`config.mk`:
```
export PLATFORM = sky130hd
export DESIGN_NAME = nand_bus_bridge
export DESIGN_NICKNAME = d
export VERILOG_FILES = /design/src/rtl/nbb_pkg.sv /design/src/rtl/nbb_byte_seq.sv /design/src/rtl/nbb_ready_irq.sv /design/src/rtl/nand_bus_bridge.sv
export SDC_FILE = /design/constraint.sdc
export NUM_CORES = 1
export LEC_CHECK = 0
export ABC_CLOCK_PERIOD_IN_PS = 2460
export BUFFER_PORTS_ARGS = -buffer_cell sky130_fd_sc_hd__buf_4
export CAP_MARGIN = 20
export CORE_MARGIN = 4
export CORE_UTILIZATION = 56
export CTS_CLUSTER_DIAMETER = 30
export CTS_CLUSTER_SIZE = 16
export DETAILED_ROUTE_END_ITERATION = 10
export PLACE_DENSITY = 0.9
export SETUP_SLACK_MARGIN = 0.3
export SLEW_MARGIN = 20
export SYNTH_ARGS = -nofsm -noshare
export SYNTH_HDL_FRONTEND = slang
export SYNTH_SLANG_ARGS = --single-unit
```
`constraint.sdc`:
```
create_clock -name clk -period 2.46 [get_ports clk]
set_input_delay 0.246 -clock clk [delete_from_list [all_inputs] [get_ports clk]]
set_output_delay 0.246 -clock clk [all_outputs]
set_load 0.01 [all_outputs]
```
`src/rtl/nbb_pkg.sv`:
```
package nbb_pkg;

  localparam logic [2:0] OFF_DATA = 3'd0;
  localparam logic [2:0] OFF_MODE = 3'd4;
  localparam logic [2:0] OFF_STAT = 3'd5;
  localparam logic [2:0] OFF_FLAG = 3'd6;
  localparam logic [2:0] OFF_MASK = 3'd7;

  localparam int MODE_WR_EN = 7;
  localparam int MODE_CE    = 4;
  localparam int MODE_ALE   = 1;
  localparam int MODE_CLE   = 0;

  typedef enum logic [1:0] {HS_IDLE, HS_XFER, HS_ACK} host_state_t;
  typedef enum logic [1:0] {SQ_IDLE, SQ_LOW, SQ_HIGH} seq_state_t;

  // first NAND byte in the low half of the bus word
  function automatic logic [15:0] pack_bytes(input logic [7:0] first_b,
                                             input logic [7:0] second_b);
    return {second_b, first_b};
  endfunction

  // status byte: bit 7 reports busy
  function automatic logic [7:0] status_byte(input logic rb_ready);
    return {~rb_ready, 7'b0};
  endfunction

  function automatic logic irq_eval(input logic [3:0] flags,
                                    input logic [7:0] mask);
    return mask[7] & (|(flags & mask[3:0]));
  endfunction

endpackage

```
`src/rtl/nbb_byte_seq.sv`:
```
module nbb_byte_seq #(
  parameter int STROBE_LO = 3,
  parameter int STROBE_HI = 2
) (
  input  logic       clk,
  input  logic       rst_n,
  input  logic       start,
  input  logic       is_write,
  input  logic [7:0] wr_byte,
  input  logic [7:0] dq_in,
  output logic       we_n,
  output logic       re_n,
  output logic [7:0] dq_out,
  output logic       dq_oe,
  output logic [7:0] rd_byte,
  output logic       done
);
  import nbb_pkg::*;

  localparam int MAXW = (STROBE_LO > STROBE_HI) ? STROBE_LO : STROBE_HI;
  localparam int CW   = $clog2(MAXW + 1);

  seq_state_t    st_q;
  logic [CW-1:0] cnt_q;
  logic          wr_q;
  logic [7:0]    dq_q;
  logic [7:0]    rd_q;

  always_ff @(posedge clk or negedge rst_n) begin
    if (!rst_n) begin
      st_q  <= SQ_IDLE;
      cnt_q <= '0;
      wr_q  <= 1'b0;
      dq_q  <= 8'h00;
      rd_q  <= 8'h00;
    end else if (start) begin
      st_q  <= SQ_LOW;
      cnt_q <= CW'(STROBE_LO - 1);
      wr_q  <= is_write;
      dq_q  <= wr_byte;
    end else begin
      case (st_q)
        SQ_LOW: begin
          if (cnt_q == '0) begin
            if (!wr_q) rd_q <= dq_in;
            st_q  <= SQ_HIGH;
            cnt_q <= CW'(STROBE_HI - 1);
          end else begin
            cnt_q <= cnt_q - 1'b1;
          end
        end
        SQ_HIGH: begin
          if (cnt_q == '0) st_q <= SQ_IDLE;
          else             cnt_q <= cnt_q - 1'b1;
        end
        default: ;
      endcase
    end
  end

  assign we_n    = !((st_q == SQ_LOW) && wr_q);
  assign re_n    = !((st_q == SQ_LOW) && !wr_q);
  assign dq_oe   = wr_q && (st_q != SQ_IDLE);
  assign dq_out  = dq_q;
  assign rd_byte = rd_q;
  assign done    = (st_q == SQ_HIGH) && (cnt_q == '0);

  AST_STROBE_EXCL: assert property (@(posedge clk) disable iff (!rst_n)
    !(!we_n && !re_n));
  AST_OE_NOT_READING: assert property (@(posedge clk) disable iff (!rst_n)
    dq_oe |-> re_n);

endmodule

```
`src/rtl/nbb_ready_irq.sv`:
```
module nbb_ready_irq (
  input  logic       clk,
  input  logic       rst_n,
  input  logic       rb_in,
  input  logic       clr_stb,
  input  logic [3:0] clr_mask,
  input  logic [7:0] mask,
  output logic       rb_ready,
  output logic [3:0] flags,
  output logic       irq
);
  import nbb_pkg::*;

  logic [1:0] sync_q;
  logic       prev_q;
  logic       ready_flag;
  logic       rise_evt;
  logic       clear_evt;

  assign rise_evt  = sync_q[1] & ~prev_q;
  assign clear_evt = clr_stb & clr_mask[0];

  always_ff @(posedge clk or negedge rst_n) begin
    if (!rst_n) begin
      sync_q     <= 2'b11;
      prev_q     <= 1'b1;
      ready_flag <= 1'b0;
    end else begin
      sync_q <= {sync_q[0], rb_in};
      prev_q <= sync_q[1];
      if (rise_evt)       ready_flag <= 1'b1;
      else if (clear_evt) ready_flag <= 1'b0;
    end
  end

  assign rb_ready = sync_q[1];
  assign flags    = {3'b000, ready_flag};
  assign irq      = irq_eval(flags, mask);

  AST_FLAG_SET: assert property (@(posedge clk) disable iff (!rst_n)
    rise_evt |=> ready_flag);
  AST_FLAG_STICKY: assert property (@(posedge clk) disable iff (!rst_n)
    (ready_flag && !clear_evt) |=> ready_flag);
  AST_IRQ_MASTER_OFF: assert property (@(posedge clk) disable iff (!rst_n)
    !mask[7] |-> !irq);

endmodule

```
`src/rtl/nand_bus_bridge.sv`:
```
module nand_bus_bridge #(
  parameter int STROBE_LO = 3,
  parameter int STROBE_HI = 2
) (
  input  logic        clk,
  input  logic        rst_n,
  input  logic        bus_req,
  input  logic        bus_we,
  input  logic        bus_wide,
  input  logic [2:0]  bus_addr,
  input  logic [15:0] bus_wdata,
  output logic [15:0] bus_rdata,
  output logic        bus_ack,
  output logic        irq,
  output logic        nand_ce_n,
  output logic        nand_cle,
  output logic        nand_ale,
  output logic        nand_we_n,
  output logic        nand_re_n,
  output logic [7:0]  nand_dq_out,
  output logic        nand_dq_oe,
  input  logic [7:0]  nand_dq_in,
  input  logic        nand_rb
);
  import nbb_pkg::*;

  host_state_t hs_q;
  logic [7:0]  mode_q;
  logic [7:0]  mask_q;
  logic        wide_q;
  logic        wr_q;
  logic        idx_q;
  logic [7:0]  first_q;
  logic [15:0] wdata_q;
  logic [15:0] rdata_q;
  logic        ack_q;

  logic        accept;
  logic        is_data;
  logic        launch0;
  logic        last_byte;
  logic        seq_start;
  logic        seq_is_write;
  logic [7:0]  seq_byte;
  logic [7:0]  seq_rd;
  logic        seq_done;
  logic        clr_stb;
  logic        rb_ready;
  logic [3:0]  flags;

  assign accept    = (hs_q == HS_IDLE) && bus_req;
  assign is_data   = (bus_addr == OFF_DATA);
  assign launch0   = accept && is_data && (!bus_we || mode_q[MODE_WR_EN]);
  assign last_byte = !wide_q || idx_q;
  assign seq_start = launch0 || ((hs_q == HS_XFER) && seq_done && !last_byte);
  assign seq_is_write = (hs_q == HS_IDLE) ? bus_we : wr_q;
  assign seq_byte     = (hs_q == HS_IDLE) ? bus_wdata[7:0] : wdata_q[15:8];
  assign clr_stb   = accept && bus_we && (bus_addr == OFF_FLAG);

  nbb_byte_seq #(.STROBE_LO(STROBE_LO), .STROBE_HI(STROBE_HI)) u_seq (
    .clk      (clk),
    .rst_n    (rst_n),
    .start    (seq_start),
    .is_write (seq_is_write),
    .wr_byte  (seq_byte),
    .dq_in    (nand_dq_in),
    .we_n     (nand_we_n),
    .re_n     (nand_re_n),
    .dq_out   (nand_dq_out),
    .dq_oe    (nand_dq_oe),
    .rd_byte  (seq_rd),
    .done     (seq_done)
  );

  nbb_ready_irq u_rdy (
    .clk      (clk),
    .rst_n    (rst_n),
    .rb_in    (nand_rb),
    .clr_stb  (clr_stb),
    .clr_mask (bus_wdata[3:0]),
    .mask     (mask_q),
    .rb_ready (rb_ready),
    .flags    (flags),
    .irq      (irq)
  );

  always_ff @(posedge clk or negedge rst_n) begin
    if (!rst_n) begin
      hs_q    <= HS_IDLE;
      mode_q  <= 8'h00;
      mask_q  <= 8'h00;
      wide_q  <= 1'b0;
      wr_q    <= 1'b0;
      idx_q   <= 1'b0;
      first_q <= 8'h00;
      wdata_q <= 16'h0000;
      rdata_q <= 16'h0000;
      ack_q   <= 1'b0;
    end else begin
      ack_q <= 1'b0;
      case (hs_q)
        HS_IDLE: begin
          if (launch0) begin
            hs_q    <= HS_XFER;
            wide_q  <= bus_wide;
            wr_q    <= bus_we;
            idx_q   <= 1'b0;
            wdata_q <= bus_wdata;
          end else if (accept) begin
            hs_q  <= HS_ACK;
            ack_q <= 1'b1;
            if (bus_we) begin
              if (bus_addr == OFF_MODE) mode_q <= bus_wdata[7:0];
              if (bus_addr == OFF_MASK) mask_q <= bus_wdata[7:0];
              rdata_q <= 16'h0000;
            end else begin
              case (bus_addr)
                OFF_MODE: rdata_q <= {8'h00, mode_q};
                OFF_STAT: rdata_q <= {8'h00, status_byte(rb_ready)};
                OFF_FLAG: rdata_q <= {12'h000, flags};
                OFF_MASK: rdata_q <= {8'h00, mask_q};
                default:  rdata_q <= 16'h0000;
              endcase
            end
          end
        end
        HS_XFER: begin
          if (seq_done) begin
            if (!idx_q) first_q <= seq_rd;
            if (last_byte) begin
              hs_q  <= HS_ACK;
              ack_q <= 1'b1;
              if (wr_q)        rdata_q <= 16'h0000;
              else if (wide_q) rdata_q <= pack_bytes(first_q, seq_rd);
              else             rdata_q <= pack_bytes(seq_rd, 8'h00);
            end else begin
              idx_q <= 1'b1;
            end
          end
        end
        default: hs_q <= HS_IDLE;
      endcase
    end
  end

  assign bus_ack   = ack_q;
  assign bus_rdata = rdata_q;
  assign nand_ce_n = ~mode_q[MODE_CE];
  assign nand_cle  = mode_q[MODE_CLE];
  assign nand_ale  = mode_q[MODE_ALE];

  AST_ACK_PULSE: assert property (@(posedge clk) disable iff (!rst_n)
    bus_ack |=> !bus_ack);
  AST_ACK_STROBES_IDLE: assert property (@(posedge clk) disable iff (!rst_n)
    bus_ack |-> (nand_we_n && nand_re_n));

endmodule

```
==> metrics <==
post-synth cell types=47; setup TNS=0 ns; # rows=29; initial core utilization=0.577; total CTS buffers=9; Rel. slew slack=0.355; Max H-tree Level=3; Total Nets Final=about 370; Die Ht=roughly 90 um; worst path arrival time=2.26 ns; WS Path Type=register to register; clk_lat worst skew=0.35 ns; antenna cell count=0; core area=approximately 0.0064 mm2; Achievable Freq=0.494 GHz; clock root buffer=clkbuf_8; DR vias/cell=around 5.7; Worst-path clk slew=0.08 ns; Area growth, synth to finish=21.6%; Clock Path Buffers=2; 1st-iter DRT viols=174; Yosys reg bits=79; Slew Viols, Final=0; Yosys warning total=0; width of the die=89.1 um; Post-synth EDFFs=0; startpoint types=register; Die Area=0.00794 mm2; antenna violations before repair=0; Worst Skew=0.00640 ns; min cycle time layout=2.02 ns; ys async rst share=1.00; P_leak=2.14 nW; RSZ-0062 raised after global routing=no; hold crit path type=input pin to async pin; drt drc=0; # clock sinks=a little under 80; antenna-violating nets left=0; maximum vdd drop=0.513 mV; worst path required time=~2.7 ns; Fill cells=430; proportion of layout cells with a drive suffix above 1=0.475; Via Count=2378; post-route insts no fill=418; first-pass GRT wire length=about 12 mm; Setup crit end kind=register; number of global-route vias before repair=between 2000 and 3000; final wirelength=~7.5 mm; drt first pass iters=4; FF-to-FF path depth=3; largest net degree at the start of global routing=80; Synth Area per Inst=approximately 14 um2; critical path peak fanout=10; CTS tree=done; Buffers on Ports=between 60 and 70; sequential area share after synthesis=0.538; Syn Nets=300; Cell Pwr Density=909 mW/mm2; global placement routability congestion=0.839; Top FF cell, synth=dfrtp_1; outcome=complete, no violations; gr ovfl total=0; Worst-Margin Slew=0.968 ns; Fin. Hold Viols=0; Post-DP HPWL=5.23 mm; synthesized area=0.00368 mm2; GRT Overall Usage=0.207; WL/cell=roughly 18 um; MaxCap Viol Count=0; setup violators final=0; Ports=65; Syn Inst Count=267; Final period util=0.823; dpl cells=~400
-- cells in the mapped netlist (2+ instances only) --
library cell / n / share of area
a21oi_1: 3 / 0.0041
a22oi_1: 6 / 0.012
a311oi_1: 2 / 0.0048
and3_1: 3 / 0.0051
buf_2: 3 / 0.0041
buf_4: 2 / 0.0041
buf_6: 3 / 0.0092
clkbuf_1: 3 / 0.0031
dfrtp_1: 76 / 0.52
dfstp_2: 3 / 0.021
inv_1: 13 / 0.013
mux2_1: 8 / 0.024
mux2_2: 46 / 0.14
mux2_4: 14 / 0.057
mux2i_1: 16 / 0.043
nand2_1: 13 / 0.013
nand2b_1: 5 / 0.0085
nand3_2: 2 / 0.0054
nand3b_1: 2 / 0.0041
nor2_1: 6 / 0.0061
nor3b_1: 3 / 0.0061
nor4b_4: 2 / 0.013
o21ai_0: 2 / 0.0027
o22ai_1: 8 / 0.014
-- power by group --
group / internal (mW) / switching (mW)
Clock: 0.698 / 0.464
Combinational: 0.609 / 0.379
Sequential: 1.62 / 0.298
-- per-layer routing --
layer | wire length (um) | track usage | vias to the layer above
met3 | 392 | 0.0442 | 19
met4 | 170 | 0.0961 | 0
met1 | 3270 | 0.269 | 1192
li1 | - | - | 1093
met2 | 3710 | 0.332 | 74
met5 | 0 | 0 | -
-- state kept, by name, indices dropped and copies added (netlist names), 8 cells and up --
register / count
bus_rdata: 16
first_q: 8
mask_q: 8
mode_q: 8
u_seq.dq_out: 8
u_seq.rd_byte: 8
wdata_q: 8
-- worst max-delay path: stages (launching register included) --
cell and delay, ns:
dfrtp_1 0.47, nor3b_2 0.42, and3_1 0.62, mux2_2 0.41
-- cell usage in the layout, fill, tap and decap left out, types with 2 or more instances in the layout --
cell       instances
dfrtp_1           75
buf_4             69
mux2_2            46
mux2i_1           16
mux2_4            14
inv_1             13
nand2_1           13
clkbuf_8          10
o22ai_1            8
mux2_1             8
nor2_1             6
a22oi_1            6
nand2b_1           5
and3_1             3
nor3b_1            3
a21oi_1            3
bufinv_16          3
dfstp_2            3
nor4b_4            2
nand3b_1           2
nand3_2            2
a311oi_1           2
o21ai_0            2
clkinv_2           2
-- worst paths after layout --
kind,start,endpoint,slack [ns]
max in group asynchronous,rst_n,wide_q,1.76
worst max-delay path,hs_q[0],wdata_q[8],0.44
worst min register to register,u_rdy.sync_q[0],u_rdy.sync_q[1],0.36
worst min-delay path,rst_n,bus_ack,0.05
worst max register to register,hs_q[0],wdata_q[8],0.44
min in group clk,bus_wdata[13],wdata_q[13],0.13
-- cells by family (layout without fill, tap and decap cells) --
family                 count (synthesis)  in the layout  synth area share
flip-flops                            79             79             0.538
multiplexers                          84             84             0.266
XOR/XNOR                               2              2           0.00476
buffers and inverters                 26            100            0.0391
AND/OR/NAND/NOR                       47             47            0.0917
AO/OA/AOI/OAI                         29             29            0.0611
-- area by class of cell --
type                            count  area, um2  area share
Multi-Input combinational cell    162       1560       0.348
Inverter                           13       48.8      0.0109
Sequential cell                    79       1980       0.442
Timing Repair Buffer               71        548       0.122
Tap cell                           77       96.3      0.0215
Clock inverter                      6        108      0.0240
Clock buffer                       10        138      0.0307
-- repair_timing --
action                                  in CTS  in global routing
buffers inserted                             0                  2
endpoints found under the setup margin       0                 17
endpoints found under the hold margin        1                  0
gates resized for setup                      0                  1
hold buffers                                 1                  0
-- per-stage QoR --
stage / util / instance area, um2 / total power, mW / hold WS (ns) / worst slack (ns)
after floorplan: - / 3680 / 2.55 / -0.0496 / 0.653
after global placement: 0.657 / 4200 / 2.86 / 0.352 / 0.414
after detailed placement: 0.657 / 4200 / 2.92 / 0.353 / 0.348
after CTS: 0.697 / 4450 / 4.09 / 0.0867 / 0.339
after global routing: 0.701 / 4480 / 4.29 / 0.106 / 0.339
final: 0.701 / 4480 / 4.07 / 0.0477 / 0.436
(Power assumes the default switching activity.)
